**src/rtl/pwm_pkg.sv**
```systemverilog
package pwm_pkg;
    typedef enum logic [1:0] {
        ST_DIS  = 2'd0,
        ST_ON   = 2'd1,
        ST_OFFT = 2'd2
    } pwm_state_t;
endpackage

```
**src/rtl/pwm_shadow.sv**
```systemverilog
module pwm_shadow #(
    parameter int W = 8
) (
    input  logic         clk,
    input  logic         rst_n,
    input  logic         en,
    input  logic         run,
    input  logic         tick,
    input  logic         wrap,
    input  logic [W-1:0] per_in,
    input  logic [W-1:0] dty_in,
    output logic [W-1:0] per_s,
    output logic [W-1:0] dty_s,
    output logic [W-1:0] per_n,
    output logic [W-1:0] dty_n
);
    logic load;

    assign load  = !run || (tick && wrap);
    assign per_n = load ? per_in : per_s;
    assign dty_n = load ? dty_in : dty_s;

    always_ff @(posedge clk or negedge rst_n) begin
        if (!rst_n) begin
            per_s <= '0;
            dty_s <= '0;
        end else begin
            per_s <= per_n;
            dty_s <= dty_n;
        end
    end


    shadow_hold_chk: assert property (@(posedge clk) disable iff (!rst_n)
        (en && run && !(tick && wrap)) |=> ($stable(per_s) && $stable(dty_s)));
endmodule

```
**src/rtl/pwm_cnt.sv**
```systemverilog
module pwm_cnt #(
    parameter int W = 8
) (
    input  logic         clk,
    input  logic         rst_n,
    input  logic         en,
    input  logic         run,
    input  logic         tick,
    input  logic [W-1:0] per_s,
    output logic [W-1:0] cnt,
    output logic [W-1:0] cnt_nxt,
    output logic         wrap
);
    localparam logic [W-1:0] ONE = W'(1);

    assign wrap    = (per_s == '0) || (cnt == per_s - ONE);
    assign cnt_nxt = wrap ? '0 : cnt + ONE;

    always_ff @(posedge clk or negedge rst_n) begin
        if (!rst_n)            cnt <= '0;
        else if (!en || !run)  cnt <= '0;
        else if (tick)         cnt <= cnt_nxt;
    end


    cnt_range_chk: assert property (@(posedge clk) disable iff (!rst_n)
        (run && per_s != '0) |-> (cnt < per_s));

    cnt_hold_chk: assert property (@(posedge clk) disable iff (!rst_n)
        (en && !tick) |=> $stable(cnt));

    per_zero_chk: assert property (@(posedge clk) disable iff (!rst_n)
        (per_s == '0) |-> (cnt == '0));
endmodule

```
**src/rtl/pwm_fsm.sv**
```systemverilog
module pwm_fsm
    import pwm_pkg::*;
#(
    parameter int W = 8
) (
    input  logic         clk,
    input  logic         rst_n,
    input  logic         en,
    input  logic         tick,
    input  logic         pol_lo,
    input  logic         gpio_bit,
    input  logic [W-1:0] cnt_nxt,
    input  logic [W-1:0] per_n,
    input  logic [W-1:0] dty_n,
    input  logic [W-1:0] dty_s,
    output logic         run,
    output logic         pin
);
    pwm_state_t state, state_nxt;

    function automatic pwm_state_t phase_of(logic [W-1:0] c, logic [W-1:0] p, logic [W-1:0] d);
        return ((p != '0) && (c < d)) ? ST_ON : ST_OFFT;
    endfunction

    always_comb begin
        state_nxt = state;
        if (!en) begin
            state_nxt = ST_DIS;
        end else begin
            unique case (state)
                ST_DIS:          state_nxt = phase_of('0, per_n, dty_n);
                ST_ON, ST_OFFT:  if (tick) state_nxt = phase_of(cnt_nxt, per_n, dty_n);
                default:         state_nxt = ST_DIS;
            endcase
        end
    end

    always_ff @(posedge clk or negedge rst_n) begin
        if (!rst_n) state <= ST_DIS;
        else        state <= state_nxt;
    end

    always_comb begin
        run = (state != ST_DIS);
        unique case (state)
            ST_ON:   pin = !pol_lo;
            ST_OFFT: pin = pol_lo;
            default: pin = gpio_bit;
        endcase
    end


    duty_zero_chk: assert property (@(posedge clk) disable iff (!rst_n)
        (run && dty_s == '0) |-> (state == ST_OFFT));

    dis_state_chk: assert property (@(posedge clk) disable iff (!rst_n)
        !en |=> (state == ST_DIS));
endmodule

```
**src/rtl/pwm_chan.sv**
```systemverilog
module pwm_chan #(
    parameter int W = 8
) (
    input  logic         clk,
    input  logic         rst_n,
    input  logic         tick,
    input  logic         en,
    input  logic         pol_lo,
    input  logic [W-1:0] per_in,
    input  logic [W-1:0] dty_in,
    input  logic         gpio_bit,
    output logic         pin
);
    logic         run, wrap;
    logic [W-1:0] cnt, cnt_nxt, per_s, dty_s, per_n, dty_n;

    pwm_shadow #(.W(W)) u_shadow (
        .clk(clk), .rst_n(rst_n), .en(en), .run(run), .tick(tick), .wrap(wrap),
        .per_in(per_in), .dty_in(dty_in),
        .per_s(per_s), .dty_s(dty_s), .per_n(per_n), .dty_n(dty_n)
    );

    pwm_cnt #(.W(W)) u_cnt (
        .clk(clk), .rst_n(rst_n), .en(en), .run(run), .tick(tick),
        .per_s(per_s), .cnt(cnt), .cnt_nxt(cnt_nxt), .wrap(wrap)
    );

    pwm_fsm #(.W(W)) u_fsm (
        .clk(clk), .rst_n(rst_n), .en(en), .tick(tick), .pol_lo(pol_lo),
        .gpio_bit(gpio_bit), .cnt_nxt(cnt_nxt), .per_n(per_n), .dty_n(dty_n),
        .dty_s(dty_s), .run(run), .pin(pin)
    );


    pass_thru_chk: assert property (@(posedge clk) disable iff (!rst_n)
        !en |=> (pin == gpio_bit && cnt == '0));
endmodule

```
**config.mk**
```make
export PLATFORM = sky130hd
export DESIGN_NAME = pwm_chan
export DESIGN_NICKNAME = d
export VERILOG_FILES = /design/src/rtl/pwm_pkg.sv /design/src/rtl/pwm_shadow.sv /design/src/rtl/pwm_cnt.sv /design/src/rtl/pwm_fsm.sv /design/src/rtl/pwm_chan.sv
export SDC_FILE = /design/constraint.sdc
export NUM_CORES = 1
export LEC_CHECK = 0
export ABC_AREA = 0
export BUFFER_PORTS_ARGS = -buffer_cell sky130_fd_sc_hd__buf_2
export CORE_ASPECT_RATIO = 1.1
export CORE_MARGIN = 2
export CORE_UTILIZATION = 50
export DETAILED_ROUTE_END_ITERATION = 8
export PLACE_DENSITY = 0.67
export SYNTH_ARGS = -nofsm -noshare
export SYNTH_HDL_FRONTEND = slang
export SYNTH_SLANG_ARGS = --single-unit
```
**constraint.sdc**
```tcl
create_clock -name clk -period 5.76 [get_ports clk]
set_clock_uncertainty 0.1 [all_clocks]
set_input_delay 1.152 -clock clk [delete_from_list [all_inputs] [get_ports clk]]
set_output_delay 1.152 -clock clk [all_outputs]
set_load 0.01 [all_outputs]
```
### Word level (Yosys, flattened, before mapping)

Cells that the tools add are included.

* add/sub/neg operators: 2
* order comparisons: 2
* equal/unequal tests: 4
* multiplexer cells: 11
* reductions and logical operators: 15

Operator list (number)
* $mux 8: 5
* $add 8x1->8 const B: 1
* $eq 8x8->1: 1
* $logic_not 8->1: 1
* $lt 1x8->1 const A: 1
* $lt 8x8->1: 1
* $mux 2: 4
* $reduce_bool 8->1: 1
* $sub 8x1->8 const B: 1
* $pmux 2 s2: 1
* $reduce_bool 2->1: 2
* $logic_and 1x1->1: 3
* $logic_not 1->1: 3
* $logic_or 1x1->1: 3
* $ne 3x3->1 const B: 1
* $eq 2x1->1 const B: 1
* $eq 2x2->1 const B: 1
* $logic_not 2->1: 1
* $pmux 1 s2: 1
* $reduce_or 2->1: 1

* bits in registers: 26
* input bits: 22
* output and inout bits: 1
* word-level logic and storage cells: 38

### Depth between registers and ports, before layout

Gate-level depths: netlist of run 1.

* word-level depth: 12
* mapped depth: 17
* gate-level depth less buffers: 16

### Hierarchy

From an unflattened synthesis of run 1, not the netlist that was laid out.

* cell total of the unflattened synthesis: 201
* area, all modules: 1980.6 um2

By module, submodules not included
* pwm_cnt: times used 1, cells an instance 114, area an instance 912.1 um2, sequential area each 200.2 um2
* pwm_shadow: times used 1, cells an instance 34, area an instance 656.9 um2, sequential area each 400.4 um2
* pwm_fsm: times used 1, cells an instance 53, area an instance 411.6 um2, sequential area each 50.0 um2

### Worst setup path after synthesis of run 1

No wires, ideal clock.

* path type: register -> register
* start point: register u_shadow.per_s[0]
* end point: register u_fsm.state[1]
* library setup time: 0.124 ns
* arrival time: 4.005 ns
* required time: 5.536 ns
* setup slack: 1.531 ns
* cell stages (with the launch flop): 16
* path buffers: 1
* period minus slack after synthesis: 4.229 ns
* cell sequence: dfrtp_1 inv_1 ha_1 or4b_1 or3_1 a2111oi_2 o221ai_2 a21oi_4 buf_2 mux2i_1 ha_1 a21o_1 a21o_1 a221oi_1 a31oi_1 a211o_1

* longest elaborated chain between the ends: 12
* elaborated cells between the ends (all ways): 19
* those cells by class: 1 x add/sub; 2 x order compare; 1 x eq/ne; 8 x mux; 7 x reduce/logical

RTL lines
* start: declaration: line pwm_shadow.sv:12 `output logic [W-1:0] per_s,`
* start signal: assignment: line pwm_shadow.sv:28 `per_s <= per_n;`
* $sub 8x1->8: line pwm_cnt.sv:16 `assign wrap = (per_s == '0) || (cnt == per_s - ONE);`
* $eq 8x8->1: line pwm_cnt.sv:16
* $logic_or 1x1->1: line pwm_cnt.sv:16
* $logic_and 1x1->1: line pwm_shadow.sv:19 `assign load = !run || (tick && wrap);`
* $logic_or 1x1->1: line pwm_shadow.sv:19
* $mux 8 (on tied branches): line pwm_shadow.sv:21, pwm_shadow.sv:20
* $lt 8x8->1 / $reduce_bool 8->1 (equally long branches): line pwm_fsm.sv:22 `return ((p != '0) && (c < d)) ? ST_ON : ST_OFFT;`
* $logic_and 1x1->1: line pwm_fsm.sv:22
* $mux 2: line pwm_fsm.sv:22
* $mux 2: line pwm_fsm.sv:32 `ST_ON, ST_OFFT: if (tick) state_nxt = phase_of(cnt_nxt, per_n, dty_n);`
* $pmux 2 s2 (*): line pwm_fsm.sv:30 `unique case (state)`
* $mux 2 (*): line pwm_fsm.sv:27 `if (!en) begin`
* end signal: assignment: line pwm_fsm.sv:40 `else state <= state_nxt;`
* end: declaration: line pwm_fsm.sv:19 `pwm_state_t state, state_nxt;`

Mark *: on every way between the ends. The rest lies on a longest branch, timed or not. The select of a mux whose other input is x is not followed.
A chain may end at the register's enable or synchronous reset.

### Worst setup path in the final report of run 1

Same ends and word-level chain as after synthesis.

==> out/qor.yml, run 1 <==
power:
  p_sw_w: 0.000368
  power_density_nw_per_um2: 415
  comb_power_share_pct: 49.0
  ir_drop_v: 0.000199
  netSwitchingFraction_pct: 42.5
  p_clk_share_pct: 13.7
  intPower_w: 0.000499
  p_leak_nw: 0.978
  fin_total_pwr_w: 0.000867
  p_seq_share_pct: 37.3
routing:
  drc_errors: 0
  vias: 1604
  routed_wl_mm: 4.25
  detail_route.first_pass.iterations: 7
  via_per_inst: 5.85
  wl_per_cell_microns: 15.5
  drtAntennaViolNets: 0
  drt_iter0_drc: 88
die:
  io_pins: 23
  die_x_microns: 62.6
  core-area_sq_um: 3630
  core.rowCount: 23
  start_util_pct: 52.1
  die_height_microns: 68.5
  die_area_sq_um: 4290
finish:
  layout_common_cells: "26 x dfrtp_1, 22 x buf_2, 20 x nor2_1"
  final_common_cell: "dfrtp_1"
  drive_gt1_share_pct: 15.2
  stdcell_area_sq_um: 2090
  area_growth_pct: 10.5
  diodes: 0
  instances_no_fill: 274
  nets: 260
setup_path:
  cp.buffers_inverters: 1
  worstPathArrival_ns: 4.89
  critPathMaxFanout: 22
  cp.required_ns: 5.82
  cpPeakStageDelay_ns: 0.66
  cp_slowest_cell: "a21oi_4"
  cp-end-kind: "flip-flop"
  worstSetupStartpointType: "flip-flop"
  crit_family: "compound AO/OA/AOI/OAI gates"
  crit_chain: "inv_1, ha_1, or4b_1, or3_1, a2111oi_2, o221ai_2, a21oi_4, mux2i_1, ha_1, nand4_1, nor2_1, and3_1, and3_1, a32oi_1, a31oi_1, a211o_1"
  crit_type: "flip-flop to flip-flop"
place:
  dpl.hpwl_mm: 3.25
  place_area_sq_um: 2030
  place_congestion: 0.928
  dp.cells: 270
  io_buffers: 22
worst_hold_path:
  hp-class: "flip-flop to flip-flop"
clock_network:
  clkLatencyLatePin_ns: 0.27
  cts_tree: "done"
  post_cts_resized: 0
  htreeDepth: 1
  postCtsHoldBufs: 0
  numCtsBuffers: 3
  cts_sinks: 26
  clk_pin_slew_ns: 0.09
  clockBufferDepth: 2
  clockRootBuffer: "clkbuf_8"
  post_cts_buffers: 0
synthesis:
  yosysWarnings: 0
  seq_area_frac_synth_pct: 34.4
  syn_nets: 240
  synthCells: 205
  syn_area_per_cell_sq_um: 9.22
  ys_types: 46
  ys.flop_type: "dfrtp_1"
  synthTopCellsByArea: "dfrtp_1 34%, ha_1 8.6%, xnor2_1 5.1%"
  async_flop_share_pct: 100
  synth_top_cell_by_area: "dfrtp_1"
  ys_seq_elements: 26
  syn-cell-area_sq_um: 1890
  synth_top_area_share_pct: 34.4
  synth_edf_count: 0
sta:
  rsz0062_at_grt: "no"
  hold_viol_final: 0
  slew_headroom_pct: 49.2
  timing.final.crit_share_pct: 83.8
  drv_slew: 0
  finalCriticalPeriod_ns: 4.82
  fmax_mhz: 207
  worst_pin_slew_ns: 0.760
  setup-violations-final: 0
  setup_tns_ns: 0
grt:
  antenna_found_initial: 0
  grt_first_pass_wirelength_mm: 7.11
  grt_pass1_vias: 1561
  grt_max_degree: 27
  grt_usage_pct: 21.3
  gr-total-overflow: 0
run:
  cap_violations: 0
outcome:
  outcome: "finished clean"
sequential cells by signal, indices dropped and copies added, names as in the netlist:
signal / cells
u_cnt.cnt: 8
u_shadow.dty_s: 8
u_shadow.per_s: 8
u_fsm.state: 2
power by group through the flow:
stage	combinational (W)	sequential [W]	clock, W
floorplan	0.000343	0.000303	0
global placement	0.000410	0.000324	0
detailed placement	0.000422	0.000327	0
CTS	0.000427	0.000322	0.000122
global route	0.000475	0.000333	0.000133
finish	0.000425	0.000323	0.000119
synth_stat cells, types with 2 or more instances:
master and number:
a211o_1 3, or2_2 2, and4_1 2, a21oi_1 10, inv_1 13, clkbuf_1 3, mux2i_1 9, o21ai_0 10
nand2_1 14, nand3_1 2, nor2_1 20, buf_2 3, nor3_1 4, xor2_1 2, a221oi_1 2, and3_1 7
a21o_1 2, xnor2_1 11, dfrtp_1 26, ha_1 13, nor4_1 6, mux2_1 7, nand2b_1 5, nand3b_1 7
tightest hold or removal path, cell delays in order, from the launching register on:
cell and delay, ns:
dfrtp_1 0.35, mux2i_1 0.09, inv_1 0.06
metal layers:
metal  GRT usage, %  routed length [microns]
met3           2.44                      168
met4           7.78                       67
met1           27.0                     1840
met5              0                        0
met2           38.2                     2170
logic make-up after synthesis:
group                    synth area share [%]
AO/OA/AOI/OAI                            15.0
XOR/XNOR                                 6.02
adder cells (fa/ha/maj)                  8.60
buffers and inverters                    4.17
flip-flops                               34.4
multiplexers                             10.3
AND/OR/NAND/NOR                          21.4
path summary, 6_finish.rpt:
path,from,to,slack (ns),cells after the start
worst max register to register,u_shadow.per_s[0],u_fsm.state[1],0.94,16
min in group asynchronous,rst_n,u_shadow.per_s[2],0.77,1
worst min register to register,u_shadow.dty_s[3],u_shadow.dty_s[3],0.43,2
worst max-delay path,u_shadow.per_s[0],u_fsm.state[1],0.94,16
max in group asynchronous,rst_n,u_shadow.dty_s[2],4.40,1
worst min-delay path,u_shadow.dty_s[3],u_shadow.dty_s[3],0.43,2
through the flow:
| step | worst slack [ns] | hold WS, ns | utilization [%] |
|---|---|---|---|
| global route | 0.611 | 0.480 | 57.6 |
| finish | 0.935 | 0.432 | 57.6 |
| CTS | 0.943 | 0.437 | 57.6 |
| global placement | 1.06 | 0.410 | 56.1 |
| floorplan | 1.53 | 0.378 | - |
| detailed placement | 0.969 | 0.413 | 56.1 |
area by class of cell:
class	instances	area, sq um
timing repair buffer	22	110
tap	50	62.6
clock buffer	4	55.1
sequential	26	651
fill	332	1540
multi-input combinational	159	1160
inverter	13	48.8
(Power assumes the default switching activity.)
==> run 2: changes to the inputs <==
Clock period 5.76 ns to 4.5 ns, I/O delays scaled along.
==> out/qor.yml, run 2 (synthesis gave the netlist of run 1 again) <==
routing:
  wl_met2_mm: 2.54
  drtAntennaViolNets: 0
  wl_per_cell_microns: 17.3
  via_per_inst: 6.03
  routed_wl_mm: 4.94
  drt-met1-wl_mm: 2.06
  highest_layer: "met4"
  vias: 1718
  drc_errors: 0
  detail_route.first_pass.iterations: 4
  wl_met3_microns: 200
  drt_iter0_drc: 77
worst_hold_path:
  hold_path_depth: 2
  hp-class: "flip-flop to flip-flop"
  min_from: "u_shadow.dty_s[4]"
  hold_end: "u_shadow.dty_s[4]"
power:
  fin_total_pwr_w: 0.00132
  p_leak_nw: 1.04
  power_density_nw_per_um2: 584
  p_sw_w: 0.000555
  p_clk_share_pct: 11.6
  netSwitchingFraction_pct: 41.9
  ir_drop_v: 0.000368
  p_seq_share_pct: 30.5
  intPower_w: 0.000769
  comb_power_share_pct: 58.0
clock_network:
  clk_pin_slew_ns: 0.09
  clockRootBuffer: "clkbuf_8"
  cts_sinks: 26
  htreeDepth: 1
  cts_tree: "done"
  clkLatencyLatePin_ns: 0.27
  postCtsHoldBufs: 0
  numCtsBuffers: 3
  clockBufferDepth: 2
setup_path:
  cp-startpoint: "u_shadow.per_s[1]"
  ff2ff_setup_slack_ns: 0.14
  reg2reg_depth: 17
  crit_type: "flip-flop to flip-flop"
  critPathMaxFanout: 4
  rr_endpoint: "u_fsm.state[1]"
  worstSetupStartpointType: "flip-flop"
  cp.required_ns: 4.56
  cp-end-kind: "flip-flop"
  rr_startpoint: "u_shadow.per_s[1]"
  worstPathArrival_ns: 4.42
grt:
  grt_max_degree: 27
  grt_first_pass_wirelength_mm: 7.84
  antenna_found_initial: 0
  grt_usage_pct: 23.5
  gr-total-overflow: 0
  grt_pass1_vias: 1646
die:
  core.rowCount: 23
  core-area_sq_um: 3630
  io_pins: 23
  die_x_microns: 62.6
  die_height_microns: 68.5
  start_util_pct: 52.1
  die_area_sq_um: 4290
finish:
  multiInputGateArea_sq_um: 1240
  fillCellCount: 309
  diodes: 0
  nets: 271
  reg_top3: "u_cnt.cnt x8, u_shadow.dty_s x8, u_shadow.per_s x8"
  area_growth_pct: 19.9
  final_common_cell: "dfrtp_1"
  drive_gt1_share_pct: 23.0
  ff_latch_area_sq_um: 651
  layout_common_cells: "26 x dfrtp_1, 22 x buf_2, 20 x nor2_1"
sta:
  worst_pin_slew_ns: 0.613
  hold_viol_final: 0
  worst_slack_ns: 0.141
  fmax_mhz: 229
  worst_hold_slack_ns: 0.441
  setup-violations-final: 0
  slew_headroom_pct: 59.2
  finalCriticalPeriod_ns: 4.36
  drv_slew: 0
  timing.final.crit_share_pct: 96.9
outcome:
  outcome: "finished clean"
place:
  dpl.hpwl_mm: 3.69
  io_buffers: 22
  place_congestion: 0.863
  preCtsSetupSlack_ns: -0.0618
run:
  cap_violations: 0
run 2: worst max-delay path: stages, from the launching register on:
cell,delay [ns]
dfrtp_1,0.41
inv_1,0.11
ha_4,0.15
or4b_4,0.48
or3_4,0.39
a2111oi_4,0.35
o221ai_2,0.19
a21oi_4,0.27
buf_6,0.15
mux2i_2,0.24
ha_1,0.28
nand4_1,0.10
nor2_1,0.07
and3_1,0.21
and3_1,0.16
a32oi_2,0.20
a31oi_1,0.11
a211o_1,0.27
run 2: final cells by class:
cell class	instances	area share (%)
multi-input cells	159	54.7
flip-flops and latches	26	28.7
repair buffers	33	9.22
well taps	50	2.76
clock buffers	4	2.43
inverters	13	2.15
run 2: worst max path at each step:
stage                      to  depth (start not counted)
5_1_grt        u_fsm.state[1]                         17
2_1_floorplan  u_fsm.state[1]                         15
3_5_place_dp   u_fsm.state[1]                         14
6_report       u_fsm.state[1]                         17
4_1_cts        u_fsm.state[1]                         17
3_3_place_gp   u_fsm.state[1]                         14
run 2: layer usage:
metal,GRT usage [%],vias to the layer above
li1,-,801
met5,0,-
met3,3.41,15
met1,28.5,849
met2,41.4,53
met4,12.8,0
run 2: stage by stage:
| stage | area, sq um | setup TNS [ns] | instances | util (%) |
|---|---|---|---|---|
| after floorplan | 1890 | 0 | 205 | - |
| after global routing | 2270 | -0.0238 | 285 | 62.5 |
| after detailed placement | 2080 | -0.0618 | 276 | 57.3 |
| after CTS | 2160 | 0 | 282 | 59.6 |
| final | 2270 | 0 | 285 | 62.5 |
| after global placement | 2080 | 0 | 276 | 57.3 |
run 2: power by group through the flow:
stage,sequential (W),combinational (W),clock (W)
finish,0.000403,0.000767,0.000153
floorplan,0.000387,0.000439,0
CTS,0.000393,0.000667,0.000155
global placement,0.000393,0.000585,0
detailed placement,0.000397,0.000619,0
global route,0.000413,0.000835,0.000168
run 2: repair_timing:
action,4_1_cts,5_1_grt
gates cloned,0,0
hold endpoints to repair,0,0
pin swaps,1,3
resized for setup,0,14
setup buffers,2,3
endpoints found under the setup margin,2,2
==> run 3: changes to the inputs <==
Settings changed: ABC_AREA 0 to 1, RECOVER_POWER from default to 25.
Clock period 4.5 ns to 4.7 ns, I/O delays scaled along.
==> out/qor.yml, run 3 <==
die:
  io_pins: 23
  die_height_microns: 70.0
  core.rowCount: 23
  start_util_pct: 53.3
  die_x_microns: 64.0
  core-area_sq_um: 3710
  die_area_sq_um: 4480
synthesis:
  ys_types: 29
  synth_top_area_share_pct: 32.9
  ys_seq_elements: 26
  ys.flop_type: "dfrtp_1"
  syn_area_per_cell_sq_um: 6.84
  syn_nets: 324
  yosysWarnings: 0
  netlist_top_cells_count: "91 x nand2_1, 66 x inv_1, 26 x dfrtp_1"
  synth_edf_count: 0
  seq_area_frac_synth_pct: 32.9
  synthTopCellsByArea: "dfrtp_1 33%, nand2_1 17%, inv_1 13%"
  synth_top_cell_by_area: "dfrtp_1"
  syn-cell-area_sq_um: 1980
  synthCells: 289
  synth.most_common_cell: "nand2_1"
  async_flop_share_pct: 100
finish:
  nets: 349
  diodes: 0
  reg_top3: "u_cnt.cnt x8, u_shadow.dty_s x8, u_shadow.per_s x8"
  drive_gt1_share_pct: 13.7
  layout_common_cells: "91 x nand2_1, 66 x inv_1, 26 x dfrtp_1"
  area_growth_pct: 11.1
  final_util_pct: 59.2
  instances_no_fill: 363
  final_common_cell: "nand2_1"
  stdcell_area_sq_um: 2200
grt:
  grtUsageMet1_pct: 27.7
  grt_usage_pct: 21.3
  met2_usage_pct: 37.7
  grt_util_met3_pct: 2.25
  grt_first_pass_wirelength_mm: 7.65
  grt_max_degree: 27
  antenna_found_initial: 0
  gr-total-overflow: 0
  busiest_layer: "met2"
  grt_pass1_vias: 1732
clock_network:
  numCtsBuffers: 3
  clockBufferDepth: 2
  cts_sinks: 26
  postCtsHoldBufs: 0
  clk_pin_slew_ns: 0.10
  cts_tree: "done"
  htreeDepth: 1
  post_cts_buffers: 0
  clockRootBuffer: "clkbuf_8"
  clkLatencyLatePin_ns: 0.27
  post_cts_resized: 0
setup_path:
  cp-end-kind: "flip-flop"
  cp_slowest_cell: "dfrtp_1"
  crit_family: "simple AND/OR/NAND/NOR gates"
  crit_chain: "inv_2, ha_1, inv_1, nand2_1, nand2_1, nor2_1, nand4_1, nor2_1, nand2_2, nand2_4, nand2_4, nand2_8, nand2_1, nand2_1, inv_1, ha_1, a21oi_1, o31ai_1, a21oi_1, nand2_1, nand2_1, nand2_1, nand2_1, nand2_1"
  critPathMaxFanout: 25
  cp_common_cell: "nand2_1"
  worstSetupStartpointType: "flip-flop"
  cp.buffers_inverters: 3
  ff2ff_setup_slack_ns: 1.59
  cpPeakStageDelay_ns: 0.43
  crit_type: "flip-flop to flip-flop"
  worstPathArrival_ns: 3.18
  cp.required_ns: 4.77
sta:
  hold_viol_final: 0
  drv_slew: 0
  worst_pin_slew_ns: 1.43
  slew_headroom_pct: 4.81
  timing.final.crit_share_pct: 66.2
  setup-violations-final: 0
  fmax_mhz: 322
  rsz0062_at_grt: "no"
  finalCriticalPeriod_ns: 3.11
  setup_tns_ns: 0
power:
  power_density_nw_per_um2: 292
  p_leak_nw: 1.27
  fin_total_pwr_w: 0.000643
  ir_drop_v: 0.000158
place:
  io_buffers: 22
  dpl.hpwl_mm: 3.48
  place_congestion: 0.856
  dp.cells: 359
  place_area_sq_um: 2130
routing:
  drc_errors: 0
  routed_wl_mm: 4.27
  drt_iter0_drc: 80
  wl_per_cell_microns: 11.8
  drtAntennaViolNets: 0
  via_per_inst: 4.89
  detail_route.first_pass.iterations: 4
  vias: 1775
worst_hold_path:
  hp-class: "flip-flop to flip-flop"
outcome:
  outcome: "finished clean"
run:
  cap_violations: 0
[run 3: worst min-delay path, cell delays in order (launching register included)]
cell and delay, ns:
dfrtp_1 0.35, o21ai_2 0.08, inv_1 0.05
[run 3: layer usage]
layer | wire length, microns | share of wire (%)
met4 | 26 | 0.61
met3 | 82 | 1.9
met1 | 2030 | 48
met2 | 2130 | 50
met5 | 0 | 0
[run 3: cell type report]
class | count | area (sq um)
Tap cell | 50 | 62.6
Sequential cell | 26 | 651
Inverter | 67 | 251
Clock inverter | 1 | 30.0
Timing Repair Buffer | 22 | 109
Multi-Input combinational cell | 194 | 1050
Clock buffer | 3 | 41.3
Fill cell | 384 | 1510
[run 3: final timing paths]
path | cells after the start | from | endpoint
max | 24 | u_shadow.per_s[0] | u_fsm.state[1]
min | 2 | u_shadow.dty_s[2] | u_shadow.dty_s[2]
max reg2reg | 24 | u_shadow.per_s[0] | u_fsm.state[1]
min reg2reg | 2 | u_shadow.dty_s[2] | u_shadow.dty_s[2]
max in group asynchronous | 1 | rst_n | u_cnt.cnt[6]
min in group asynchronous | 1 | rst_n | u_shadow.dty_s[5]
[run 3: metrics by stage]
stage	worst slack, ns	hold WS, ns
2_1_floorplan	1.84	0.364
3_3_place_gp	1.73	0.392
3_5_place_dp	1.62	0.392
4_1_cts	1.59	0.415
5_1_grt	1.28	0.446
6_report	1.59	0.409
[run 3: report_power, final]
part | switching, W | total (W) | leakage (nW) | internal (W)
Sequential | 0.0000229 | 0.000272 | 0.318 | 0.000249
Combinational | 0.000116 | 0.000181 | 0.919 | 0.0000651
Clock | 0.0000758 | 0.000190 | 0.0357 | 0.000114
Total | 0.000215 | 0.000643 | 1.27 | 0.000428
[run 3: kinds of logic after synthesis]
family	synth area share [%]
adder cells (fa/ha/maj)	8.22
multiplexers	0.506
buffers and inverters	13.9
AND/OR/NAND/NOR	34.0
AO/OA/AOI/OAI	8.35
XOR/XNOR	2.21
flip-flops	32.9
